**config.mk**
```make
export PLATFORM = sky130hd
export DESIGN_NAME = mesh_sweep_seq
export DESIGN_NICKNAME = d
export VERILOG_FILES = /design/src/rtl/mesh_seq_pkg.sv /design/src/rtl/mesh_walker.sv /design/src/rtl/step_guard.sv /design/src/rtl/burst_writer.sv /design/src/rtl/mesh_sweep_seq.sv
export SDC_FILE = /design/constraint.sdc
export NUM_CORES = 1
export LEC_CHECK = 0
export BUFFER_PORTS_ARGS = -buffer_cell sky130_fd_sc_hd__buf_2
export CAP_MARGIN = 20
export CORE_ASPECT_RATIO = 1.4
export CORE_MARGIN = 5
export CORE_UTILIZATION = 60
export CTS_CLUSTER_SIZE = 16
export DETAILED_ROUTE_END_ITERATION = 10
export PLACE_DENSITY = 0.92
export SLEW_MARGIN = 10
export SYNTH_ARGS = -nofsm -noshare
export SYNTH_HDL_FRONTEND = slang
export SYNTH_SLANG_ARGS = --single-unit
```
**constraint.sdc**
```tcl
create_clock -name clk -period 15.32 [get_ports clk]
set_input_delay 3.064 -clock clk [delete_from_list [all_inputs] [get_ports clk]]
set_output_delay 3.064 -clock clk [all_outputs]
set_load 0.02 [all_outputs]
```
**src/rtl/mesh_seq_pkg.sv**
```systemverilog
package mesh_seq_pkg;
  localparam int WORD_W = 32;

  typedef enum logic [2:0] {
    ST_IDLE,
    ST_LAUNCH,
    ST_RUN,
    ST_WRITE,
    ST_NEXT
  } seq_state_t;

  localparam logic [2:0] RA_CTRL   = 3'd0;
  localparam logic [2:0] RA_BASE   = 3'd1;
  localparam logic [2:0] RA_HLAST  = 3'd2;
  localparam logic [2:0] RA_VLAST  = 3'd3;
  localparam logic [2:0] RA_VCOUNT = 3'd4;
  localparam logic [2:0] RA_LASTWR = 3'd5;
endpackage

```
**src/rtl/mesh_walker.sv**
```systemverilog
module mesh_walker #(
  parameter int CW = 7
) (
  input  logic          clk,
  input  logic          rst,
  input  logic          clear,
  input  logic          advance,
  input  logic [CW-1:0] h_last,
  input  logic [CW-1:0] v_last,
  output logic [CW-1:0] x,
  output logic [CW-1:0] y,
  output logic          at_end
);
  logic row_end;
  assign row_end = (x == h_last);
  assign at_end  = row_end && (y == v_last);

  always_ff @(posedge clk) begin
    if (rst || clear) begin
      x <= '0;
      y <= '0;
    end else if (advance) begin
      if (row_end) begin
        x <= '0;
        y <= y + 1'b1;
      end else begin
        x <= x + 1'b1;
      end
    end
  end

  // columns advance before rows
  assert_inner_first_R2: assert property (@(posedge clk) disable iff (rst)
    (advance && !clear && x != h_last) |=> (y == $past(y) && x == $past(x) + 1'b1));
endmodule

```
**src/rtl/step_guard.sv**
```systemverilog
module step_guard #(
  parameter int LIMIT = 2048
) (
  input  logic clk,
  input  logic rst,
  input  logic clear,
  input  logic step,
  output logic trip
);
  localparam int CNT_W = $clog2(LIMIT + 1);
  logic [CNT_W-1:0] cnt;

  assign trip = step && (cnt == CNT_W'(LIMIT));

  always_ff @(posedge clk) begin
    if (rst || clear) cnt <= '0;
    else if (step && !trip) cnt <= cnt + 1'b1;
  end

  // the count never passes the limit
  assert_guard_cap_R7: assert property (@(posedge clk) disable iff (rst)
    cnt <= CNT_W'(LIMIT));
endmodule

```
**src/rtl/burst_writer.sv**
```systemverilog
module burst_writer #(
  parameter int ADDR_W = 32,
  parameter int DATA_W = 32
) (
  input  logic              clk,
  input  logic              rst,
  input  logic              go,
  input  logic [ADDR_W-1:0] addr,
  input  logic [DATA_W-1:0] opa,
  input  logic [DATA_W-1:0] opb,
  input  logic              ready,
  output logic              valid,
  output logic [ADDR_W-1:0] waddr,
  output logic [DATA_W-1:0] wdata,
  output logic              done
);
  localparam int NBYTES = DATA_W / 8;

  logic [DATA_W-1:0] swap_a, swap_b, held_b;
  logic              second;

  for (genvar i = 0; i < NBYTES; i++) begin : g_swap
    assign swap_a[8*i +: 8] = opa[DATA_W-8-8*i +: 8];
    assign swap_b[8*i +: 8] = opb[DATA_W-8-8*i +: 8];
  end

  assign done = valid && ready && second;

  always_ff @(posedge clk) begin
    if (rst) begin
      valid  <= 1'b0;
      second <= 1'b0;
      waddr  <= '0;
      wdata  <= '0;
      held_b <= '0;
    end else if (go) begin
      valid  <= 1'b1;
      second <= 1'b0;
      waddr  <= addr;
      wdata  <= swap_a;
      held_b <= swap_b;
    end else if (valid && ready) begin
      if (!second) begin
        second <= 1'b1;
        waddr  <= waddr + ADDR_W'(4);
        wdata  <= held_b;
      end else begin
        valid  <= 1'b0;
        second <= 1'b0;
      end
    end
  end

  // a stalled beat holds its address and data
  assert_beat_hold_R5: assert property (@(posedge clk) disable iff (rst)
    (valid && !ready && !go) |=> (valid && $stable(waddr) && $stable(wdata)));
endmodule

```
**src/rtl/mesh_sweep_seq.sv**
```systemverilog
module mesh_sweep_seq
  import mesh_seq_pkg::*;
#(
  parameter int GRID_LOG2 = 7,
  parameter int ADDR_W    = 32,
  parameter int MAX_STEPS = 2048
) (
  input  logic                 clk,
  input  logic                 rst,
  input  logic                 cfg_we,
  input  logic [2:0]           cfg_addr,
  input  logic [WORD_W-1:0]    cfg_wdata,
  output logic [WORD_W-1:0]    cfg_rdata,
  output logic                 busy,
  output logic                 irq,
  output logic                 core_start,
  output logic [GRID_LOG2-1:0] core_x,
  output logic [GRID_LOG2-1:0] core_y,
  output logic                 core_abort,
  input  logic                 core_step,
  input  logic                 core_vout,
  input  logic [WORD_W-1:0]    core_opa,
  input  logic [WORD_W-1:0]    core_opb,
  output logic                 wr_valid,
  input  logic                 wr_ready,
  output logic [ADDR_W-1:0]    wr_addr,
  output logic [WORD_W-1:0]    wr_data
);
  localparam int CW1   = GRID_LOG2 + 1;
  localparam int OFF_W = 2 * GRID_LOG2 + 3;

  seq_state_t          state;
  logic [ADDR_W-1:0]   base_q, lastwr_q;
  logic [GRID_LOG2-1:0] hlast_q, vlast_q;
  logic [2*CW1-1:0]    vcount_q;
  logic                busy_q, irq_q, start_q, abort_q;

  logic start_req, walk_clear, walk_adv, at_end;
  logic guard_clr, guard_step, trip;
  logic burst_go, burst_done;
  logic [OFF_W-1:0]  slot_off;
  logic [ADDR_W-1:0] burst_addr;
  logic [2*CW1-1:0]  vertex_total;

  assign start_req  = cfg_we && (cfg_addr == RA_CTRL) && cfg_wdata[0] &&
                      !busy_q && (state == ST_IDLE);
  assign walk_clear = start_req;
  assign walk_adv   = (state == ST_NEXT) && !at_end;
  assign guard_clr  = (state == ST_LAUNCH);
  assign guard_step = (state == ST_RUN) && core_step && !core_vout;
  assign burst_go   = (state == ST_RUN) && core_vout;

  assign slot_off     = {core_y, core_x, 3'b000};
  assign burst_addr   = base_q + ADDR_W'(slot_off);
  assign vertex_total = (CW1'(hlast_q) + CW1'(1)) * (CW1'(vlast_q) + CW1'(1));

  mesh_walker #(.CW(GRID_LOG2)) walker_i (
    .clk(clk), .rst(rst), .clear(walk_clear), .advance(walk_adv),
    .h_last(hlast_q), .v_last(vlast_q),
    .x(core_x), .y(core_y), .at_end(at_end)
  );

  step_guard #(.LIMIT(MAX_STEPS)) guard_i (
    .clk(clk), .rst(rst), .clear(guard_clr), .step(guard_step), .trip(trip)
  );

  burst_writer #(.ADDR_W(ADDR_W), .DATA_W(WORD_W)) writer_i (
    .clk(clk), .rst(rst), .go(burst_go), .addr(burst_addr),
    .opa(core_opa), .opb(core_opb), .ready(wr_ready),
    .valid(wr_valid), .waddr(wr_addr), .wdata(wr_data), .done(burst_done)
  );

  // configuration registers
  always_ff @(posedge clk) begin
    if (rst) begin
      base_q  <= '0;
      hlast_q <= '0;
      vlast_q <= '0;
    end else if (cfg_we) begin
      case (cfg_addr)
        RA_BASE:  base_q  <= cfg_wdata[ADDR_W-1:0];
        RA_HLAST: hlast_q <= cfg_wdata[GRID_LOG2-1:0];
        RA_VLAST: vlast_q <= cfg_wdata[GRID_LOG2-1:0];
        default: ;
      endcase
    end
  end

  // sweep control
  always_ff @(posedge clk) begin
    if (rst) begin
      state    <= ST_IDLE;
      busy_q   <= 1'b0;
      irq_q    <= 1'b0;
      start_q  <= 1'b0;
      abort_q  <= 1'b0;
      vcount_q <= '0;
      lastwr_q <= '0;
    end else begin
      irq_q   <= 1'b0;
      start_q <= 1'b0;
      abort_q <= 1'b0;
      case (state)
        ST_IDLE: begin
          if (start_req) begin
            busy_q <= 1'b1;
            state  <= ST_LAUNCH;
          end
        end
        ST_LAUNCH: begin
          start_q <= 1'b1;
          state   <= ST_RUN;
        end
        ST_RUN: begin
          if (core_vout) begin
            state <= ST_WRITE;
          end else if (trip) begin
            abort_q <= 1'b1;
            state   <= ST_NEXT;
          end
        end
        ST_WRITE: begin
          if (burst_done) begin
            lastwr_q <= wr_addr;
            state    <= ST_NEXT;
          end
        end
        ST_NEXT: begin
          if (at_end) begin
            vcount_q <= vertex_total;
            busy_q   <= 1'b0;
            irq_q    <= 1'b1;
            state    <= ST_IDLE;
          end else begin
            state <= ST_LAUNCH;
          end
        end
        default: state <= ST_IDLE;
      endcase
    end
  end

  // registered read port
  always_ff @(posedge clk) begin
    if (rst) begin
      cfg_rdata <= '0;
    end else begin
      case (cfg_addr)
        RA_CTRL:   cfg_rdata <= {{(WORD_W-1){1'b0}}, busy_q};
        RA_BASE:   cfg_rdata <= WORD_W'(base_q);
        RA_HLAST:  cfg_rdata <= WORD_W'(hlast_q);
        RA_VLAST:  cfg_rdata <= WORD_W'(vlast_q);
        RA_VCOUNT: cfg_rdata <= WORD_W'(vcount_q);
        RA_LASTWR: cfg_rdata <= WORD_W'(lastwr_q);
        default:   cfg_rdata <= '0;
      endcase
    end
  end

  assign busy       = busy_q;
  assign irq        = irq_q;
  assign core_start = start_q;
  assign core_abort = abort_q;

  // the interrupt is a single-cycle pulse and the sweep is already idle
  assert_irq_pulse_R8: assert property (@(posedge clk) disable iff (rst)
    irq |=> !irq);
  assert_irq_idle_R8: assert property (@(posedge clk) disable iff (rst)
    irq |-> !busy);
  // no launch while a burst is still outstanding
  assert_launch_quiet_R5: assert property (@(posedge clk) disable iff (rst)
    core_start |-> !wr_valid);
  // an aborted vertex has no write in flight
  assert_abort_nowrite_R7: assert property (@(posedge clk) disable iff (rst)
    core_abort |-> !wr_valid);
  // the last-write register moves only on an accepted beat
  assert_lastwr_update_R6: assert property (@(posedge clk) disable iff (rst)
    !$stable(lastwr_q) |-> $past(wr_valid && wr_ready));
endmodule

```
==> metrics.yaml <==
ys_types: 60
netlist_top_cells_area: "dfxtp_1 37%, nand2_1 7.6%, a21oi_1 6.5%, mux2i_1 5.5%, nor2_1 5.4%"
worstMarginPinSlew_ps: 1100
reg2reg_slack_ps: 9270
cp.arrival_ps: 6490
synth_top_cell_by_area: "dfxtp_1"
crit_required_ps: 15750
die_area_sq_mm: 0.0262
synth_edf_count: 0
syn_area_sq_mm: 0.0138
async_flop_share: 0
setup_viol_count_final: 0
r2r_cells: 17
initial_core_util: 0.612
worstPathMaxFanout: 13
synth_seq_area_share: 0.372
grt_max_degree: 128
die_x_um: 138
holdWs_ps: 453
maxSlewViolCount: 0
wl_per_cell_um: 19.2
synth-seq-cells: 257
placementRows: 65
dp_hpwl_mm: 30.0
postRouteWirelength_mm: 41.6
synth_cells: 1695
crit_path_end: "vcount_q[15]"
clk_pin_slew_ps: 70
hold_viol: 0
crit_type: "flip-flop to flip-flop"
grt_busiest_layer: "met2"
postCtsHoldBufs: 0
clkSinkCount: 257
start_kind: "flip-flop"
coreArea_sq_mm: 0.0226
yosysTopAreaCellShare: 0.372
insertion_delay_ps: 540
drt_drc_violations_left: 0
period_share: 0.395
met2_usage: 0.545
status: "finished clean"
drtIter0Drc: 1194
syn_nets: 1894
period_needed_ps: 6050
numCtsBuffers: 24
grtUsageMet3: 0.0498
vdd_drop_max_uv: 77.6
h-tree-depth: 1
grt_pass1_vias: 13185
ant_nets: 0
syn_area_per_cell_sq_um: 8.16
grt.met1_usage: 0.341
max_freq_ghz: 0.165
synth_ff_type: "dfxtp_1"
syn_to_final_growth_pct: 14.9
maxCapViolations: 0
crit_path_end_kind: "flip-flop"
grt_overflow_total: 0
hold_path_class: "flip-flop to flip-flop"
timing.rr.end: "vcount_q[15]"
cts_tree: "built"
cts-root-buf: "clkbuf_16"
num_io_pins: 220
power.density_mw_per_mm2: 88.8
die_height_um: 190
r2r_start: "vlast_q[0]"
cts_buffer_depth: 3
final_layout_size_suffix_gt1_frac: 0.155
cts_resized: 0
slew_headroom: 0.267
avgViaCountPerCell: 6.08
tns_ps: 0
yosys_warnings: 0
nNetsFinal: 2052
dr.pass1.iters: 6
startpoint: "vlast_q[0]"
leakage_nw: 6.85
postCtsSetupBuffers: 0
rsz0062_at_grt: "false"
finalClockSkew_ps: 26.1
grt_usage: 0.304
vias: 13198
port_buffers: 219
antenna_found_initial: 1
gp_congestion: 0.980
grt_pass1_wl_mm: 66.6
-- where the power goes --
group | internal (W) | switching, W
Sequential | 0.000675 | 0.00000956
Clock | 0.000380 | 0.000265
Combinational | 0.0000292 | 0.0000536
Total | 0.00108 | 0.000328
-- per-stage QoR --
step	setup WS [ps]	power, W	cells	utilization	cell area [sq um]
global route	8930	0.00145	2171	0.703	15900
floorplan	10100	0.000746	1695	-	13800
finish	9270	0.00141	2172	0.703	15900
CTS	9320	0.00141	2171	0.703	15900
detailed placement	9350	0.000780	2128	0.666	15000
global placement	9500	0.000777	2126	0.664	15000
-- how the worst min path moves through the flow --
stage | from | end | depth (start not counted)
after floorplan | vcount_q[1] | vcount_q[1] | 2
after global placement | writer_i.held_b[27] | writer_i.held_b[27] | 2
after detailed placement | writer_i.held_b[28] | writer_i.held_b[28] | 2
after CTS | lastwr_q[31] | lastwr_q[31] | 2
after global routing | lastwr_q[31] | lastwr_q[31] | 2
final | writer_i.held_b[10] | writer_i.held_b[10] | 2
-- worst max-delay path, cell delays in order (launching register included) --
cell and delay, ps:
dfxtp_1 660, ha_1 300, nand3_1 100, xor2_1 560, nor2_1 160, fa_1 580, fa_1 440, fa_1 550
inv_1 50, fa_1 520, inv_1 40, ha_1 340, o21a_1 220, o21ai_0 370, a2111oi_0 150, a2111oi_0 530
xnor2_1 130, a211oi_1 240
-- layout by cell type, fill, tap and decap left out, types with 4 or more instances in the layout --
cell type,Yosys,layout
nand2_1,280,280
dfxtp_1,257,257
buf_2,3,218
nor2_1,199,199
a21oi_1,179,179
inv_1,81,81
mux2i_1,76,76
a211oi_1,57,57
ha_1,57,57
xor2_1,49,49
nand3_1,49,48
xnor2_1,41,41
fa_1,37,37
o21ai_0,24,24
clkbuf_16,0,24
and3_1,24,23
nand4_1,22,22
nor4_1,17,17
nor3_1,13,13
o22ai_1,11,11
nand2b_1,10,10
or3_1,9,9
buf_4,0,9
or2_2,7,7
nor2b_1,8,7
and2_1,7,7
o2111ai_1,6,6
o211ai_1,6,6
a21o_1,6,6
nand3b_1,5,5
o21a_1,5,5
a22oi_1,5,5
clkbuf_8,0,5
clkinv_2,0,5
a31oi_1,4,4
and4_1,4,4
o31ai_1,4,4
or4_1,4,4
mux2_2,4,4
bufinv_16,0,4
-- kinds of logic (layout without fill, tap and decap cells) --
| family | after synthesis | in the layout | share of synthesized area |
|---|---|---|---|
| DFF | 257 | 257 | 0.372 |
| muxes | 81 | 81 | 0.0599 |
| and+or+nand+nor | 671 | 671 | 0.216 |
| AOI/OAI and AO/OA | 324 | 324 | 0.141 |
| buffers and inverters | 178 | 353 | 0.0491 |
| adders and majority gates | 94 | 94 | 0.105 |
| other | 0 | 1 | 0 |
| xor gates and xnor gates | 90 | 90 | 0.0570 |
-- layer usage --
| layer | share of wire | wire [um] |
|---|---|---|
| met1 | 0.35 | 14700 |
| met2 | 0.51 | 21000 |
| met3 | 0.077 | 3210 |
| met4 | 0.066 | 2730 |
| met5 | 0 | 0 |
-- state kept, by name (all words and copies together), names as in the netlist --
| name | flops |
|---|---|
| writer_i.waddr | 32 |
| busy | 1 |
| base_q | 32 |
| hlast_q | 7 |
| cfg_rdata | 32 |
| walker_i.y | 7 |
| core_start | 1 |
| core_abort | 1 |
| writer_i.valid | 1 |
| writer_i.wdata | 32 |
| vlast_q | 7 |
| writer_i.held_b | 32 |
| writer_i.second | 1 |
| guard_i.cnt | 12 |
| vcount_q | 16 |
| lastwr_q | 32 |
| walker_i.x | 7 |
| irq | 1 |
| state | 3 |
-- cells in the mapped netlist (all sizes together) (3+ instances only) --
cell / count
a21o: 6
or3: 10
nor2b: 8
o22ai: 11
nor2: 199
a21oi: 179
xor2: 49
o211ai: 6
or4: 4
mux2: 4
nor3b: 3
nand3: 49
o31ai: 4
o2111ai: 6
fa: 37
nand2b: 10
and2: 7
nor3: 14
mux2i: 76
or2: 7
a2111oi: 5
and4: 4
xnor2: 41
clkbuf: 82
dfxtp: 257
buf: 15
and3: 24
nand3b: 5
ha: 57
a22oi: 5
a31oi: 4
nand2: 280
nand4: 22
o21a: 5
o21ai: 24
o31a: 3
nor4: 18
a211oi: 57
inv: 81
-- layout make-up --
class,instances,area [sq um]
Clock inverter,11,169
Sequential cell,257,5140
Clock buffer,32,681
Multi-Input combinational cell,1260,8030
Inverter,81,304
Tap cell,301,377
Fill cell,1766,6710
Antenna cell,1,2.50
Timing Repair Buffer,229,1200
Note: power is estimated with default switching activity, not from simulation.
